**src/rtl/dtd_pkg.sv**
```systemverilog
package dtd_pkg;
  localparam int unsigned DEF_CLK_W = 16;
  localparam int unsigned DEF_DIM_W = 12;
  localparam logic [1:0]  SYNC_SEPARATE = 2'b11;

  typedef struct packed {
    logic hpos;
    logic vpos;
    logic ilace;
  } dtd_flags_t;
endpackage

```
**src/rtl/dtd_axis.sv**
```systemverilog
module dtd_axis #(
  parameter int unsigned DIM_W = 12,
  localparam int unsigned RES_W = DIM_W + 2
) (
  input  logic [DIM_W-1:0]      active,
  input  logic [DIM_W-1:0]      sync_ofs,
  input  logic [DIM_W-1:0]      sync_wid,
  input  logic [DIM_W-1:0]      blank,
  output logic [3:0][RES_W-1:0] vals   // 0 disp, 1 sync start, 2 sync end, 3 total
);
  logic [RES_W-1:0] act_x, ss_x;

  always_comb begin
    act_x   = RES_W'(active);
    ss_x    = act_x + RES_W'(sync_ofs);
    vals[0] = act_x;
    vals[1] = ss_x;
    vals[2] = ss_x + RES_W'(sync_wid);
    vals[3] = act_x + RES_W'(blank);
  end
endmodule

```
**src/rtl/dtd_best.sv**
```systemverilog
module dtd_best
  import dtd_pkg::*;
#(
  parameter int unsigned CLK_W = 16,
  parameter int unsigned DIM_W = 12,
  localparam int unsigned RES_W  = DIM_W + 2,
  localparam int unsigned PCLK_W = CLK_W + 4
) (
  input  logic                  clk,
  input  logic                  rst_n,
  input  logic                  list_start,
  input  logic                  desc_valid,
  input  logic                  desc_is_timing,
  input  logic [CLK_W-1:0]      desc_pclk,
  input  logic [PCLK_W-1:0]     cand_pclk,
  input  logic [3:0][RES_W-1:0] cand_h,
  input  logic [3:0][RES_W-1:0] cand_v,
  input  dtd_flags_t            cand_flags,
  output logic [PCLK_W-1:0]     nxt_pclk,
  output logic [3:0][RES_W-1:0] nxt_h,
  output logic [3:0][RES_W-1:0] nxt_v,
  output dtd_flags_t            nxt_flags
);
  logic [PCLK_W-1:0]     best_pclk;
  logic [3:0][RES_W-1:0] best_h;
  logic [3:0][RES_W-1:0] best_v;
  dtd_flags_t            best_flags;

  logic [RES_W-1:0] base_width;
  logic             qualified;
  logic             take;
  logic             load_en;

  always_comb begin
    base_width = list_start ? '0 : best_h[0];
    qualified  = desc_valid && desc_is_timing && (desc_pclk != '0);
    take       = qualified && (cand_h[0] > base_width);
    load_en    = list_start || take;
    if (take) begin
      nxt_pclk  = cand_pclk;
      nxt_h     = cand_h;
      nxt_v     = cand_v;
      nxt_flags = cand_flags;
    end else if (list_start) begin
      nxt_pclk  = '0;
      nxt_h     = '0;
      nxt_v     = '0;
      nxt_flags = '0;
    end else begin
      nxt_pclk  = best_pclk;
      nxt_h     = best_h;
      nxt_v     = best_v;
      nxt_flags = best_flags;
    end
  end

  always_ff @(posedge clk or negedge rst_n) begin
    if (!rst_n) begin
      best_pclk  <= '0;
      best_h     <= '0;
      best_v     <= '0;
      best_flags <= '0;
    end else if (load_en) begin
      best_pclk  <= nxt_pclk;
      best_h     <= nxt_h;
      best_v     <= nxt_v;
      best_flags <= nxt_flags;
    end
  end


  best_no_shrink_chk: assert property (@(posedge clk) disable iff (!rst_n)
    !list_start |=> best_h[0] >= $past(best_h[0]));


  zero_clk_ignored_chk: assert property (@(posedge clk) disable iff (!rst_n)
    (desc_valid && desc_pclk == '0 && !list_start) |=> $stable(best_h) && $stable(best_pclk));


  start_clears_chk: assert property (@(posedge clk) disable iff (!rst_n)
    (list_start && !desc_valid) |=> (best_h[0] == '0) && (best_pclk == '0));
endmodule

```
**src/rtl/dtd_result.sv**
```systemverilog
module dtd_result
  import dtd_pkg::*;
#(
  parameter int unsigned CLK_W = 16,
  parameter int unsigned DIM_W = 12,
  localparam int unsigned RES_W  = DIM_W + 2,
  localparam int unsigned PCLK_W = CLK_W + 4
) (
  input  logic                  clk,
  input  logic                  rst_n,
  input  logic                  list_start,
  input  logic                  list_end,
  input  logic                  disp_digital,
  input  logic [PCLK_W-1:0]     nxt_pclk,
  input  logic [3:0][RES_W-1:0] nxt_h,
  input  logic [3:0][RES_W-1:0] nxt_v,
  input  dtd_flags_t            nxt_flags,
  output logic                  res_valid,
  output logic [PCLK_W-1:0]     res_pclk,
  output logic [3:0][RES_W-1:0] res_h,
  output logic [3:0][RES_W-1:0] res_v,
  output dtd_flags_t            res_flags,
  output logic                  res_digital
);
  logic valid_nxt;
  logic valid_en;

  always_comb begin
    valid_en  = list_end || list_start;
    valid_nxt = list_end ? ((nxt_h[0] != '0) && (nxt_v[0] != '0)) : 1'b0;
  end

  always_ff @(posedge clk or negedge rst_n) begin
    if (!rst_n) begin
      res_valid <= 1'b0;
    end else if (valid_en) begin
      res_valid <= valid_nxt;
    end
  end

  always_ff @(posedge clk or negedge rst_n) begin
    if (!rst_n) begin
      res_pclk    <= '0;
      res_h       <= '0;
      res_v       <= '0;
      res_flags   <= '0;
      res_digital <= 1'b0;
    end else if (list_end) begin
      res_pclk    <= nxt_pclk;
      res_h       <= nxt_h;
      res_v       <= nxt_v;
      res_flags   <= nxt_flags;
      res_digital <= disp_digital;
    end
  end


  valid_needs_dims_chk: assert property (@(posedge clk) disable iff (!rst_n)
    res_valid |-> (res_h[0] != '0) && (res_v[0] != '0));


  results_hold_chk: assert property (@(posedge clk) disable iff (!rst_n)
    (!list_start && !list_end) |=> $stable(res_valid) && $stable(res_pclk) && $stable(res_h) && $stable(res_v));


  valid_after_end_chk: assert property (@(posedge clk) disable iff (!rst_n)
    $rose(res_valid) |-> $past(list_end));
endmodule

```
**src/rtl/dtd_native_sel.sv**
```systemverilog
module dtd_native_sel
  import dtd_pkg::*;
#(
  parameter int unsigned CLK_W = DEF_CLK_W,
  parameter int unsigned DIM_W = DEF_DIM_W,
  localparam int unsigned RES_W  = DIM_W + 2,
  localparam int unsigned PCLK_W = CLK_W + 4,
  localparam int unsigned N_AXES = 2
) (
  input  logic              clk,
  input  logic              rst_n,
  input  logic              list_start,
  input  logic              list_end,
  input  logic              desc_valid,
  input  logic              desc_is_timing,
  input  logic [CLK_W-1:0]  desc_pclk,
  input  logic [DIM_W-1:0]  desc_h_active,
  input  logic [DIM_W-1:0]  desc_h_sync_ofs,
  input  logic [DIM_W-1:0]  desc_h_sync_wid,
  input  logic [DIM_W-1:0]  desc_h_blank,
  input  logic [DIM_W-1:0]  desc_v_active,
  input  logic [DIM_W-1:0]  desc_v_sync_ofs,
  input  logic [DIM_W-1:0]  desc_v_sync_wid,
  input  logic [DIM_W-1:0]  desc_v_blank,
  input  logic [1:0]        desc_sync_type,
  input  logic [1:0]        desc_misc,
  input  logic              desc_interlace,
  input  logic              disp_digital,
  output logic              res_valid,
  output logic [PCLK_W-1:0] res_pclk,
  output logic [RES_W-1:0]  res_h_disp,
  output logic [RES_W-1:0]  res_h_sync_start,
  output logic [RES_W-1:0]  res_h_sync_end,
  output logic [RES_W-1:0]  res_h_total,
  output logic [RES_W-1:0]  res_v_disp,
  output logic [RES_W-1:0]  res_v_sync_start,
  output logic [RES_W-1:0]  res_v_sync_end,
  output logic [RES_W-1:0]  res_v_total,
  output logic              res_hsync_pos,
  output logic              res_vsync_pos,
  output logic              res_interlace,
  output logic              res_digital
);
  logic [N_AXES-1:0][DIM_W-1:0] ax_act, ax_ofs, ax_wid, ax_blk;
  logic [N_AXES-1:0][3:0][RES_W-1:0] ax_vals;

  assign ax_act = {desc_v_active,   desc_h_active};
  assign ax_ofs = {desc_v_sync_ofs, desc_h_sync_ofs};
  assign ax_wid = {desc_v_sync_wid, desc_h_sync_wid};
  assign ax_blk = {desc_v_blank,    desc_h_blank};

  for (genvar a = 0; a < N_AXES; a++) begin : g_axis
    dtd_axis #(.DIM_W(DIM_W)) u_axis (
      .active   (ax_act[a]),
      .sync_ofs (ax_ofs[a]),
      .sync_wid (ax_wid[a]),
      .blank    (ax_blk[a]),
      .vals     (ax_vals[a])
    );
  end

  logic [PCLK_W-1:0] pclk_ext;
  logic [PCLK_W-1:0] cand_pclk;
  dtd_flags_t        cand_flags;
  logic              sep_sync;

  always_comb begin
    pclk_ext         = PCLK_W'(desc_pclk);
    cand_pclk        = (pclk_ext << 3) + (pclk_ext << 1);
    sep_sync         = (desc_sync_type == SYNC_SEPARATE);
    cand_flags.hpos  = sep_sync & desc_misc[0];
    cand_flags.vpos  = sep_sync & desc_misc[1];
    cand_flags.ilace = desc_interlace;
  end

  logic [PCLK_W-1:0]     nxt_pclk;
  logic [3:0][RES_W-1:0] nxt_h, nxt_v;
  dtd_flags_t            nxt_flags;

  dtd_best #(.CLK_W(CLK_W), .DIM_W(DIM_W)) u_best (
    .clk            (clk),
    .rst_n          (rst_n),
    .list_start     (list_start),
    .desc_valid     (desc_valid),
    .desc_is_timing (desc_is_timing),
    .desc_pclk      (desc_pclk),
    .cand_pclk      (cand_pclk),
    .cand_h         (ax_vals[0]),
    .cand_v         (ax_vals[1]),
    .cand_flags     (cand_flags),
    .nxt_pclk       (nxt_pclk),
    .nxt_h          (nxt_h),
    .nxt_v          (nxt_v),
    .nxt_flags      (nxt_flags)
  );

  logic [3:0][RES_W-1:0] out_h, out_v;
  dtd_flags_t            out_flags;

  dtd_result #(.CLK_W(CLK_W), .DIM_W(DIM_W)) u_result (
    .clk          (clk),
    .rst_n        (rst_n),
    .list_start   (list_start),
    .list_end     (list_end),
    .disp_digital (disp_digital),
    .nxt_pclk     (nxt_pclk),
    .nxt_h        (nxt_h),
    .nxt_v        (nxt_v),
    .nxt_flags    (nxt_flags),
    .res_valid    (res_valid),
    .res_pclk     (res_pclk),
    .res_h        (out_h),
    .res_v        (out_v),
    .res_flags    (out_flags),
    .res_digital  (res_digital)
  );

  assign res_h_disp       = out_h[0];
  assign res_h_sync_start = out_h[1];
  assign res_h_sync_end   = out_h[2];
  assign res_h_total      = out_h[3];
  assign res_v_disp       = out_v[0];
  assign res_v_sync_start = out_v[1];
  assign res_v_sync_end   = out_v[2];
  assign res_v_total      = out_v[3];
  assign res_hsync_pos    = out_flags.hpos;
  assign res_vsync_pos    = out_flags.vpos;
  assign res_interlace    = out_flags.ilace;


  sep_sync_gate_chk: assert property (@(posedge clk) disable iff (!rst_n)
    (list_end && desc_valid && desc_sync_type != SYNC_SEPARATE && nxt_h[0] == ax_vals[0][0] && nxt_pclk == cand_pclk && desc_pclk != '0 && desc_is_timing)
    |=> !res_hsync_pos && !res_vsync_pos);
endmodule

```
**config.mk**
```make
export PLATFORM = sky130hd
export DESIGN_NAME = dtd_native_sel
export DESIGN_NICKNAME = d
export VERILOG_FILES = /design/src/rtl/dtd_pkg.sv /design/src/rtl/dtd_axis.sv /design/src/rtl/dtd_best.sv /design/src/rtl/dtd_result.sv /design/src/rtl/dtd_native_sel.sv
export SDC_FILE = /design/constraint.sdc
export NUM_CORES = 1
export LEC_CHECK = 0
export ABC_AREA = 1
export CAP_MARGIN = 20
export CORE_ASPECT_RATIO = 1.75
export CORE_UTILIZATION = 38
export CTS_BUF_LIST = sky130_fd_sc_hd__clkbuf_4 sky130_fd_sc_hd__clkbuf_8 sky130_fd_sc_hd__clkbuf_16
export DETAILED_ROUTE_END_ITERATION = 16
export DONT_BUFFER_PORTS = 1
export GPL_TIMING_DRIVEN = 0
export PLACE_DENSITY = 0.52
export SLEW_MARGIN = 10
export SYNTH_ARGS = -nofsm -noshare
export SYNTH_HDL_FRONTEND = slang
export SYNTH_SLANG_ARGS = --single-unit
```
**constraint.sdc**
```tcl
create_clock -name clk -period 2 [get_ports clk]
set_input_delay 0.1 -clock clk [delete_from_list [all_inputs] [get_ports clk]]
set_output_delay 0.1 -clock clk [all_outputs]
set_load 0.005 [all_outputs]
```
==> metrics.md, run 1 <==
| Metric | Value |
|---|---|
| Synth Instances | `1,727` |
| Initial antenna violation count | `3` |
| IO Pins | `261` |
| Post-Syn Nets | `1,958` |
| Die area | `38,700 um2` |
| Cts bufs inserted | `28` |
| Fin. Hold Viols | `272` |
| Sequential area share after synthesis | `47.2%` |
| Vias | `12,644` |
| Flops & latches, synth | `272` |
| Cell variety after synth | `41` |
| Area of the multi-input gates | `8090 um2` |
| 1st-iter DRT viols | `579` |
| Total core area | `37,500 um2` |
| Place WS | `-1.11 ns` |
| Final HPWL from detailed placement | `37,500 um` |
| Slew @ Worst Pin | `1.15 ns` |
| Initial Util | `38.4%` |
| Vias per inst | `5.23` |
| DRC | `0` |
| Critical path required time | `2.46 ns` |
| Fin crit share | `115%` |
| Non-Filler Instances | `2,416` |
| Startpoint Class | `register` |
| Std-Cell Rows | `94` |
| Worst-Skew Late Latency | `0.58 ns` |
| Layout area overhead | `34.2%` |
| Fmax | `434 MHz` |
| Post-layout min period | `2.30 ns` |
| Highest net fanout along the worst path | `10` |
| Placed Cells | `2,208` |
| Max_slew headroom | `23.3%` |
| Power per cell area | `858 nW/um2` |
| Worst Clk Skew | `0.0241 ns` |
| CP Capture Type | `register` |
| Ys flop type | `dfrtp_1` |
| Clock Sinks | `272` |
| Worst VDD drop | `0.000690 V` |
| Gr usage total | `27.5%` |
| Routed Antenna Nets | `0` |
| First-pass GRT wire length | `78,200 um` |
| Yosys warning count | `0` |
| Drt pass-1 iters | `4` |
| CTS Root Cell | `clkbuf_16` |
| # H-tree levels | `1` |
| I/O Buffers | `0` |
| Outcome | `finished with violations` |
| Clock transition at path regs | `0.07 ns` |
| Largest net degree at the start of global routing | `273` |
| RSZ-0062 raised after global routing | `yes` |
| Die W | `149 um` |
| Post-synth ARST share | `100%` |
| Layout cells sized above 1 | `19.3%` |
| Final setup viols | `220` |
| Nets | `2,143` |
| Final WL | `53,200 um` |
| GPL Wtd Cong | `0.912` |
| Fill cells | `3,516` |
| Failing checks | `hold timing, setup timing` |
| Total gr overflow | `0` |
| P_leak | `9.63 nW` |
| Max-slew violations | `0` |
| Hold slack final | `-0.754 ns` |
| CP arrival | `2.76 ns` |
| Worst hold path type | `primary input to async pin` |
| Drt wl/cell | `22.0 um` |
| Seq. cell area | `6810 um2` |
| Die Y | `260 um` |
| Mean Syn Cell Area | `8.34 um2` |
| Maximum root-to-sink buffer count | `3` |
| Clock tree from TritonCTS | `done` |
| Max-cap violations | `0` |
| Post-Syn Area | `14,400 um2` |
| Vias in the first global route | `13,001` |
| Crit Path Category | `register to register` |
| Number of flops mapped to enable cells by yosys | `0` |
| Final setup TNS | `-35.09 ns` |
| Setup ws final | `-0.302 ns` |
## state kept, by name (all words and copies together), names as in the netlist
signal	cells
u_best.best_h	56
u_best.best_v	56
u_result.res_h	56
u_result.res_v	56
u_best.best_pclk	20
u_result.res_pclk	20
u_best.best_flags	3
u_result.res_flags	3
u_result.res_digital	1
u_result.res_valid	1
## cells by family after synthesis
group,synth area share (%)
buffers and inverters,5.28
XOR/XNOR,2.86
flip-flops,47.2
AND/OR/NAND/NOR,22.1
adder cells (fa/ha/maj),9.66
AO/OA/AOI/OAI,12.9
## synthesized netlist by cell type (14+ instances only)
cell        n  area share [%]
o21ai_0    72             2.5
xor2_1     28             1.7
a31oi_1    53             2.3
o21ai_1    14            0.49
inv_1     118             3.1
o21ai_2    20             1.2
a22o_1     19             1.2
nand2_1   597              16
nand3_1    55             1.9
clkbuf_1   28            0.73
dfrtp_1   272              47
a21oi_1    90             3.1
nor2_1    131             3.4
xnor2_1    19             1.2
ha_1      100             8.7
## routing by layer
metal	routed length [um]	track usage, %	vias to the layer above	share of wire, %
met2	28600	50.9	353	54
met4	2640	14.5	0	5.0
met5	0	0	-	0
li1	-	-	6060	-
met1	18900	28.7	6126	36
met3	3040	5.47	105	5.7
## cells in the final DEF (no fill, tap or decap), types with 32 or more instances in the layout
cell type / instances
nand2_1: 517
nor2_1: 114
nand2_2: 59
inv_1: 112
dlygate4sd3_1: 102
ha_1: 78
a21oi_1: 77
clkbuf_16: 32
nand3_1: 47
a31oi_1: 51
buf_4: 34
o21ai_2: 41
o21ai_0: 35
dfrtp_1: 272
## layout make-up
cell class              count  area share [%]
inverters                 121            2.48
clock inverters            10           0.854
well taps                 480            3.11
flip-flops and latches    272            35.2
clock buffers              40            4.34
multi-input cells        1272            41.8
repair buffers            155            9.01
diodes                      4          0.0518
plain buffers              62            3.15
## report_power, final
group,internal [mW],switching (mW)
clock network,3.44,2.36
logic,1.83,2.42
registers,6.10,0.434
## critical path: stages (launching register included)
cell and delay (ns):
dfrtp_1 0.33, nand2_1 0.07, ha_1 0.29, nand2_2 0.07, nor2_1 0.10, nand3_1 0.12, inv_1 0.10, nand2_2 0.07
nand2_4 0.10, nand2_8 0.10, buf_8 0.17, nand2_1 0.08, nand2_1 0.08, nor2_1 0.12, nand2_1 0.07, nor2_1 0.11
nand2_1 0.08, nand3_1 0.08, nand2_1 0.07
## per-stage QoR
step / hold WS, ns / utilization (%) / power [mW] / area [um2]
5_1_grt: -0.779 / 51.5 / 17.4 / 19300
4_1_cts: -0.791 / 49.6 / 16.3 / 18600
2_1_floorplan: -0.196 / - / 8.77 / 14700
3_3_place_gp: -0.186 / 40.9 / 9.69 / 15300
6_report: -0.754 / 51.6 / 16.6 / 19300
3_5_place_dp: -0.184 / 40.9 / 9.74 / 15400
## path summary, 6_finish.rpt
path / slack (ns) / end / start / depth (start not counted)
max in group asynchronous: 2.21 / u_best.best_h[12]$_DFFE_PN0P_ / rst_n / 0
worst max register to register: -0.30 / u_result.res_valid$_DFFE_PN0P_ / u_best.best_h[6]$_DFFE_PN0P_ / 18
worst min-delay path: -0.75 / u_result.res_h[36]$_DFFE_PN0P_ / rst_n / 0
min in group clk: 0.02 / u_best.best_h[8]$_DFFE_PN0P_ / list_start / 6
worst max-delay path: -0.30 / u_result.res_valid$_DFFE_PN0P_ / u_best.best_h[6]$_DFFE_PN0P_ / 18
worst min register to register: 0.47 / u_best.best_v[32]$_DFFE_PN0P_ / u_best.best_v[32]$_DFFE_PN0P_ / 2
## repair_timing
item,CTS,global route
gates cloned,10,2
endpoints found under the hold margin,412,273
endpoints found under the setup margin,226,238
pin swaps,45,55
hold buffers,101,1
resized for setup,220,92
buffers inserted,13,27
Note: power is estimated with default switching activity, not from simulation.
==> inputs of run 2 (changes only) <==
--- a/config.mk
+++ b/config.mk
@@ -14,6 +14,7 @@
 export DONT_BUFFER_PORTS = 1
 export GPL_TIMING_DRIVEN = 0
 export PLACE_DENSITY = 0.52
+export REMOVE_ABC_BUFFERS = 1
 export SLEW_MARGIN = 10
 export SYNTH_ARGS = -nofsm -noshare
 export SYNTH_HDL_FRONTEND = slang
==> metrics.md, run 2 (synthesis results as in run 1) <==
| Metric | Value |
|---|---|
| Outcome | `finished with violations (unchanged)` |
| Failing checks | `hold timing, setup timing (unchanged)` |
| Final WL | `52,100 um (was 53,200 um)` |
| Critical path required time | `2.45 ns (was 2.46 ns)` |
| Max_slew headroom | `52.4% (was 23.3%)` |
| Seq pwr share | `40.5% (was 39.4%)` |
| Nets | `2,132 (was 2,143)` |
| 1st-iter DRT viols | `495 (was 579)` |
| Post-layout min period | `2.54 ns (was 2.30 ns)` |
| Clock Sinks | `272 (unchanged)` |
| Switch Pwr | `5.23 mW (was 5.22 mW)` |
| Clock power share | `33.4% (was 35.0%)` |
| Drt wl/cell | `21.6 um (was 22.0 um)` |
| Worst-Skew Late Latency | `0.56 ns (was 0.58 ns)` |
| Final setup TNS | `-80.67 ns (was -35.09 ns)` |
| P_leak | `10.5 nW (was 9.63 nW)` |
| IO Pins | `261 (unchanged)` |
| Largest net degree at the start of global routing | `273 (unchanged)` |
| CP Capture Type | `register (unchanged)` |
| Drt pass-1 iters | `5 (was 4)` |
| M1 WL | `18,700 um (was 18,900 um)` |
| Die W | `149 um (unchanged)` |
| Routed wl met2 | `27,600 um (was 28,600 um)` |
| Design Area, Final | `20,300 um2 (was 19,300 um2)` |
| Std-Cell Rows | `94 (unchanged)` |
| Worst path top cell family by delay | `simple AND/OR/NAND/NOR gates (unchanged)` |
| Gr usage total | `26.7% (was 27.5%)` |
| Crit Path Category | `register to register (unchanged)` |
| RSZ-0062 raised after global routing | `yes (unchanged)` |
| Routed wl met3 | `2890 um (was 3040 um)` |
| Maximum root-to-sink buffer count | `3 (unchanged)` |
| Crit-path cells | `nand2_1 > ha_4 > nand2_4 > nor2_4 > nand3_4 > inv_2 > nand2_4 > nand2_8 > nand2_8 > buf_12 > nand2_8 > buf_12 > inv_16 > buf_12 > a22o_1 > nand2_1 > nand2_1 (was nand2_1 > ha_1 > nand2_2 > nor2_1 > nand3_1 > inv_1 > nand2_2 > nand2_4 > nand2_8 > buf_8 > nand2_1 > nand2_1 > nor2_1 > nand2_1 > nor2_1 > nand2_1 > nand3_1 > nand2_1)` |
| Vias per inst | `5.27 (was 5.23)` |
| Worst hold path type | `primary input to async pin (unchanged)` |
| Final Util | `54.0% (was 51.6%)` |
| Clock transition at path regs | `0.06 ns (was 0.07 ns)` |
| Cts bufs inserted | `28 (unchanged)` |
| Worst Clk Skew | `0.0157 ns (was 0.0241 ns)` |
| Pint | `11.1 mW (was 11.4 mW)` |
| Startpoint Class | `register (unchanged)` |
| Total core area | `37,500 um2 (unchanged)` |
| Most frequent cells in the layout | `427 x nand2_1, 272 x dfrtp_1, 112 x inv_1, 112 x nand2_4, 110 x nor2_1 (was 517 x nand2_1, 272 x dfrtp_1, 114 x nor2_1)` |
| Highest net fanout along the worst path | `7 (was 10)` |
| Initial Util | `38.4% (unchanged)` |
| Clock tree from TritonCTS | `done (unchanged)` |
| Fin crit share | `127% (was 115%)` |
| Slowest cell on the critical path | `ha_4 (was dfrtp_1)` |
| Hold slack final | `-0.761 ns (was -0.754 ns)` |
| CP arrival | `3.00 ns (was 2.76 ns)` |
| Place WS | `-2.42 ns (was -1.11 ns)` |
| DRC | `0 (unchanged)` |
| Max Used Layer | `met4 (unchanged)` |
| CTS Root Cell | `clkbuf_16 (unchanged)` |
| Layout cells sized above 1 | `25.4% (was 19.3%)` |
| Switch share | `32.1% (was 31.4%)` |
| # H-tree levels | `1 (unchanged)` |
| Layout area overhead | `40.6% (was 34.2%)` |
| Final setup viols | `248 (was 220)` |
| First-pass GRT wire length | `76,900 um (was 78,200 um)` |
| Critical path buffers and inverters | `5 (was 2)` |
| Total gr overflow | `0 (unchanged)` |
| Routed Antenna Nets | `0 (unchanged)` |
| Initial antenna violation count | `4 (was 3)` |
| Comb power frac | `26.1% (was 25.6%)` |
| Power per cell area | `805 nW/um2 (was 858 nW/um2)` |
| Fin. Hold Viols | `401 (was 272)` |
| Worst VDD drop | `0.000811 V (was 0.000690 V)` |
| Max-cap violations | `0 (unchanged)` |
| Max-slew violations | `0 (unchanged)` |
| Slew @ Worst Pin | `0.706 ns (was 1.15 ns)` |
| Fill cells | `3,449 (was 3,516)` |
| Setup ws final | `-0.542 ns (was -0.302 ns)` |
| Fmax | `393 MHz (was 434 MHz)` |
| Vias | `12,679 (was 12,644)` |
| Die area | `38,700 um2 (unchanged)` |
| Most common cell after layout, fill and taps aside | `nand2_1 (unchanged)` |
| GPL Wtd Cong | `0.853 (was 0.912)` |
| I/O Buffers | `0 (unchanged)` |
| Final HPWL from detailed placement | `28,400 um (was 37,500 um)` |
| Largest stage delay on the critical path | `0.36 ns (was 0.33 ns)` |
| Placed cell area | `14,800 um2 (was 15,400 um2)` |
| Vias in the first global route | `12,919 (was 13,001)` |
| Die Y | `260 um (unchanged)` |
==> run 2: final timing paths <==
kind | start | end | slack, ns | cells after the start
max | u_best.best_h[8]$_DFFE_PN0P_ | u_result.res_v[47]$_DFFE_PN0P_ | -0.54 | 17
min | rst_n | u_best.best_pclk[15]$_DFFE_PN0P_ | -0.76 | 0
max reg2reg | u_best.best_h[8]$_DFFE_PN0P_ | u_result.res_v[47]$_DFFE_PN0P_ | -0.54 | 17
min reg2reg | u_best.best_pclk[15]$_DFFE_PN0P_ | u_best.best_pclk[15]$_DFFE_PN0P_ | 0.48 | 2
max in group asynchronous | rst_n | u_best.best_v[38]$_DFFE_PN0P_ | 2.38 | 0
min in group clk | list_end | u_result.res_pclk[15]$_DFFE_PN0P_ | -0.34 | 1
==> run 2: area by class of cell <==
cell class | count | area (um2) | area share (%)
multi-input cells | 1275 | 8680 | 42.9
flip-flops and latches | 272 | 6810 | 33.6
repair buffers | 195 | 2530 | 12.5
clock buffers | 39 | 851 | 4.20
well taps | 480 | 601 | 2.97
inverters | 121 | 492 | 2.43
repair inverters | 8 | 169 | 0.834
clock inverters | 13 | 113 | 0.556
diodes | 4 | 10.0 | 0.0494
==> run 2: routing by layer <==
metal	global-route usage (%)	up-vias
li1	-	6061
met1	28.5	6129
met2	49.3	365
met3	4.56	124
met4	13.8	0
met5	0	-
==> run 2: power by group through the flow <==
stage | Combinational [mW] | Sequential, mW | Clock (mW)
after floorplan | 2.07 | 6.44 | 0
after global placement | 2.65 | 6.58 | 0
after detailed placement | 2.72 | 6.59 | 0
after CTS | 3.92 | 6.59 | 5.60
after global routing | 4.67 | 6.65 | 5.81
final | 4.26 | 6.60 | 5.45
==> run 2: timing repair <==
item,in CTS,in global routing
pin swaps,115,107
endpoints found under the setup margin,267,267
setup buffers,57,30
hold buffers,94,1
endpoints found under the hold margin,492,402
cloned,30,0
resized for setup,404,192
==> run 2: per-stage QoR <==
| stage | power [mW] | instances | hold slack (ns) |
|---|---|---|---|
| after floorplan | 8.51 | 1665 | -0.196 |
| after global placement | 9.23 | 2145 | -0.191 |
| after detailed placement | 9.31 | 2149 | -0.191 |
| after CTS | 16.1 | 2382 | -0.792 |
| after global routing | 17.1 | 2407 | -0.788 |
| final | 16.3 | 2407 | -0.761 |
==> inputs of run 3 (changes only) <==
--- a/config.mk
+++ b/config.mk
@@ -10,10 +10,11 @@
 export CORE_ASPECT_RATIO = 1.75
 export CORE_UTILIZATION = 38
 export CTS_BUF_LIST = sky130_fd_sc_hd__clkbuf_4 sky130_fd_sc_hd__clkbuf_8 sky130_fd_sc_hd__clkbuf_16
+export CTS_CLUSTER_DIAMETER = 200
 export DETAILED_ROUTE_END_ITERATION = 16
 export DONT_BUFFER_PORTS = 1
 export GPL_TIMING_DRIVEN = 0
-export PLACE_DENSITY = 0.52
+export PLACE_DENSITY = 0.5
 export REMOVE_ABC_BUFFERS = 1
 export SLEW_MARGIN = 10
 export SYNTH_ARGS = -nofsm -noshare
==> constraint.sdc (replaced) <==
create_clock -name clk -period 3.3 [get_ports clk]
set_input_delay 0.165 -clock clk [delete_from_list [all_inputs] [get_ports clk]]
set_output_delay 0.165 -clock clk [all_outputs]
set_load 0.005 [all_outputs]
==> metrics.md, run 3 (synthesis results as in run 1) <==
| Metric | Value |
|---|---|
| Max-slew violations | `0 (unchanged)` |
| Initial Util | `38.4% (unchanged)` |
| Worst hold path type | `primary input to async pin (unchanged)` |
| Outcome | `finished with violations (unchanged)` |
| Highest net fanout along the worst path | `19 (was 7)` |
| Post-CTS Hold Fix Bufs | `65 (was 94)` |
| Most frequent cells in the layout | `595 x nand2_1, 272 x dfrtp_1, 130 x nor2_1 (was 427 x nand2_1, 272 x dfrtp_1, 112 x inv_1, 112 x nand2_4, 110 x nor2_1)` |
| # H-tree levels | `1 (unchanged)` |
| Hold slack final | `-0.702 ns (was -0.761 ns)` |
| Most common cell after layout, fill and taps aside | `nand2_1 (unchanged)` |
| Final setup TNS | `0 ns (was -80.67 ns)` |
| Final Util | `44.3% (was 54.0%)` |
| Layout area overhead | `15.3% (was 40.6%)` |
| Total power | `8.96 mW (was 16.3 mW)` |
| Total gr overflow | `0 (unchanged)` |
| Die Y | `260 um (unchanged)` |
| I/O Buffers | `0 (unchanged)` |
| Routed Antenna Nets | `0 (unchanged)` |
| Setup ws final | `0.289 ns (was -0.542 ns)` |
| Drt wl/cell | `19.7 um (was 21.6 um)` |
| Worst path top cell family by delay | `simple AND/OR/NAND/NOR gates (unchanged)` |
| Std-Cell Rows | `94 (unchanged)` |
| CTS Root Cell | `clkbuf_16 (unchanged)` |
| Max_slew headroom | `41.3% (was 52.4%)` |
| Critical path buffers and inverters | `3 (was 5)` |
| GPL Wtd Cong | `0.864 (was 0.853)` |
| Comb power frac | `20.4% (was 26.1%)` |
| Max-cap violations | `0 (unchanged)` |
| Slew @ Worst Pin | `0.880 ns (was 0.706 ns)` |
| IO Pins | `261 (unchanged)` |
| Vias per inst | `5.15 (was 5.27)` |
| Largest stage delay on the critical path | `0.57 ns (was 0.36 ns)` |
| Vias | `11,743 (was 12,679)` |
| Placed Cells | `2,149 (unchanged)` |
| Setup slack, reg-to-reg | `0.29 ns (was -0.54 ns)` |
| First-pass GRT wire length | `68,300 um (was 76,900 um)` |
| Fin. Hold Viols | `272 (was 401)` |
| Most frequent CP cell | `nand2_1` |
| Clock tree from TritonCTS | `done (unchanged)` |
| RSZ-0062 raised after global routing | `no (was yes)` |
| Place WS | `-1.37 ns (was -2.42 ns)` |
| Layout cells sized above 1 | `6.01% (was 25.4%)` |
| CP arrival | `3.46 ns (was 3.00 ns)` |
| Worst-Skew Late Latency | `0.56 ns (about the same)` |
| Non-Filler Instances | `2,278 (was 2,407)` |
| P_leak | `8.64 nW (was 10.5 nW)` |
| Worst VDD drop | `0.000402 V (was 0.000811 V)` |
| CP Capture Type | `register (unchanged)` |
| Drt pass-1 iters | `5 (unchanged)` |
| Final setup viols | `0 (was 248)` |
| Largest net degree at the start of global routing | `273 (unchanged)` |
| Pint | `6.23 mW (was 11.1 mW)` |
| Fmax | `332 MHz (was 393 MHz)` |
| Post-layout min period | `3.01 ns (was 2.54 ns)` |
| Maximum root-to-sink buffer count | `3 (unchanged)` |
| Crit Path Category | `register to register (unchanged)` |
| Worst Clk Skew | `0.0118 ns (was 0.0157 ns)` |
| DRC | `0 (unchanged)` |
| Placed cell area | `14,800 um2 (about the same)` |
| Switch Pwr | `2.73 mW (was 5.23 mW)` |
| Power per cell area | `540 nW/um2 (was 805 nW/um2)` |
| Final WL | `44,800 um (was 52,100 um)` |
| Final HPWL from detailed placement | `28,500 um (was 28,400 um)` |
| Gr usage total | `23.0% (was 26.7%)` |
| Fin crit share | `91.3% (was 127%)` |
| Die area | `38,700 um2 (unchanged)` |
| Design Area, Final | `16,600 um2 (was 20,300 um2)` |
| Clock power share | `35.8% (was 33.4%)` |
| Switch share | `30.5% (was 32.1%)` |
| Cts bufs inserted | `28 (unchanged)` |
| Die W | `149 um (unchanged)` |
| Vias in the first global route | `12,238 (was 12,919)` |
| Crit-path cells | `nand2_1 > ha_1 > nand2_1 > nor2_1 > nand2_1 > nand3_1 > nand2_1 > nand2_4 > nand2_8 > buf_16 > nand2_1 > nand2_1 > dlygate4sd3_1 > inv_1 > nand3_1 > nor2_1 > nand2_1 > nand3_1 > nand2_1 (was nand2_1 > ha_4 > nand2_4 > nor2_4 > nand3_4 > inv_2 > nand2_4 > nand2_8 > nand2_8 > buf_12 > nand2_8 > buf_12 > inv_16 > buf_12 > a22o_1 > nand2_1 > nand2_1)` |
| Slowest cell on the critical path | `dlygate4sd3_1 (was ha_4)` |
| Clock Sinks | `272 (unchanged)` |
| Critical path required time | `3.74 ns (was 2.45 ns)` |
| Total core area | `37,500 um2 (unchanged)` |
| Nets | `2,008 (was 2,132)` |
| Failing checks | `hold timing (was hold timing, setup timing)` |
| 1st-iter DRT viols | `513 (was 495)` |
| Initial antenna violation count | `1 (was 4)` |
| Seq pwr share | `43.8% (was 40.5%)` |
| Clock transition at path regs | `0.06 ns (about the same)` |
| Startpoint Class | `register (unchanged)` |
-- run 3: power by group through the flow --
stage	clock, mW	combinational [mW]	sequential, mW
after floorplan	0	1.25	3.91
after global placement	0	1.61	3.99
after detailed placement	0	1.65	3.99
after CTS	3.33	1.81	3.93
after global routing	3.44	2.08	3.97
final	3.21	1.83	3.93
-- run 3: final timing paths --
kind,to,startpoint,cells after the start
worst max register to register,u_result.res_valid$_DFFE_PN0P_,u_best.best_h[5]$_DFFE_PN0P_,19
worst max-delay path,u_result.res_valid$_DFFE_PN0P_,u_best.best_h[5]$_DFFE_PN0P_,19
worst min register to register,u_best.best_v[53]$_DFFE_PN0P_,u_best.best_v[53]$_DFFE_PN0P_,2
min in group clk,u_best.best_h[15]$_DFFE_PN0P_,desc_h_sync_ofs[1],3
max in group asynchronous,u_best.best_v[5]$_DFFE_PN0P_,rst_n,0
worst min-delay path,u_result.res_h[24]$_DFFE_PN0P_,rst_n,0
-- run 3: final cells by class --
class / count / area [um2]
diodes: 1 / 2.50
clock buffers: 40 / 833
clock inverters: 10 / 83.8
fillers: 3781 / 20900
inverters: 121 / 475
multi-input cells: 1275 / 6920
flip-flops and latches: 272 / 6810
well taps: 480 / 601
repair buffers: 78 / 881
repair inverters: 1 / 8.76
-- run 3: routing by layer --
| metal | vias up | routed length, um | GRT usage, % |
|---|---|---|---|
| li1 | 5772 | - | - |
| met1 | 5601 | 16800 | 24.8 |
| met2 | 301 | 23500 | 42.6 |
| met3 | 69 | 2950 | 5.42 |
| met4 | 0 | 1440 | 8.93 |
| met5 | - | 0 | 0 |
-- run 3: what timing repair did --
item,CTS,global route
buffers inserted,2,5
pin swaps,3,1
endpoints found under the setup margin,227,36
gates resized for setup,8,10
endpoints found under the hold margin,462,272
gates cloned,3,3
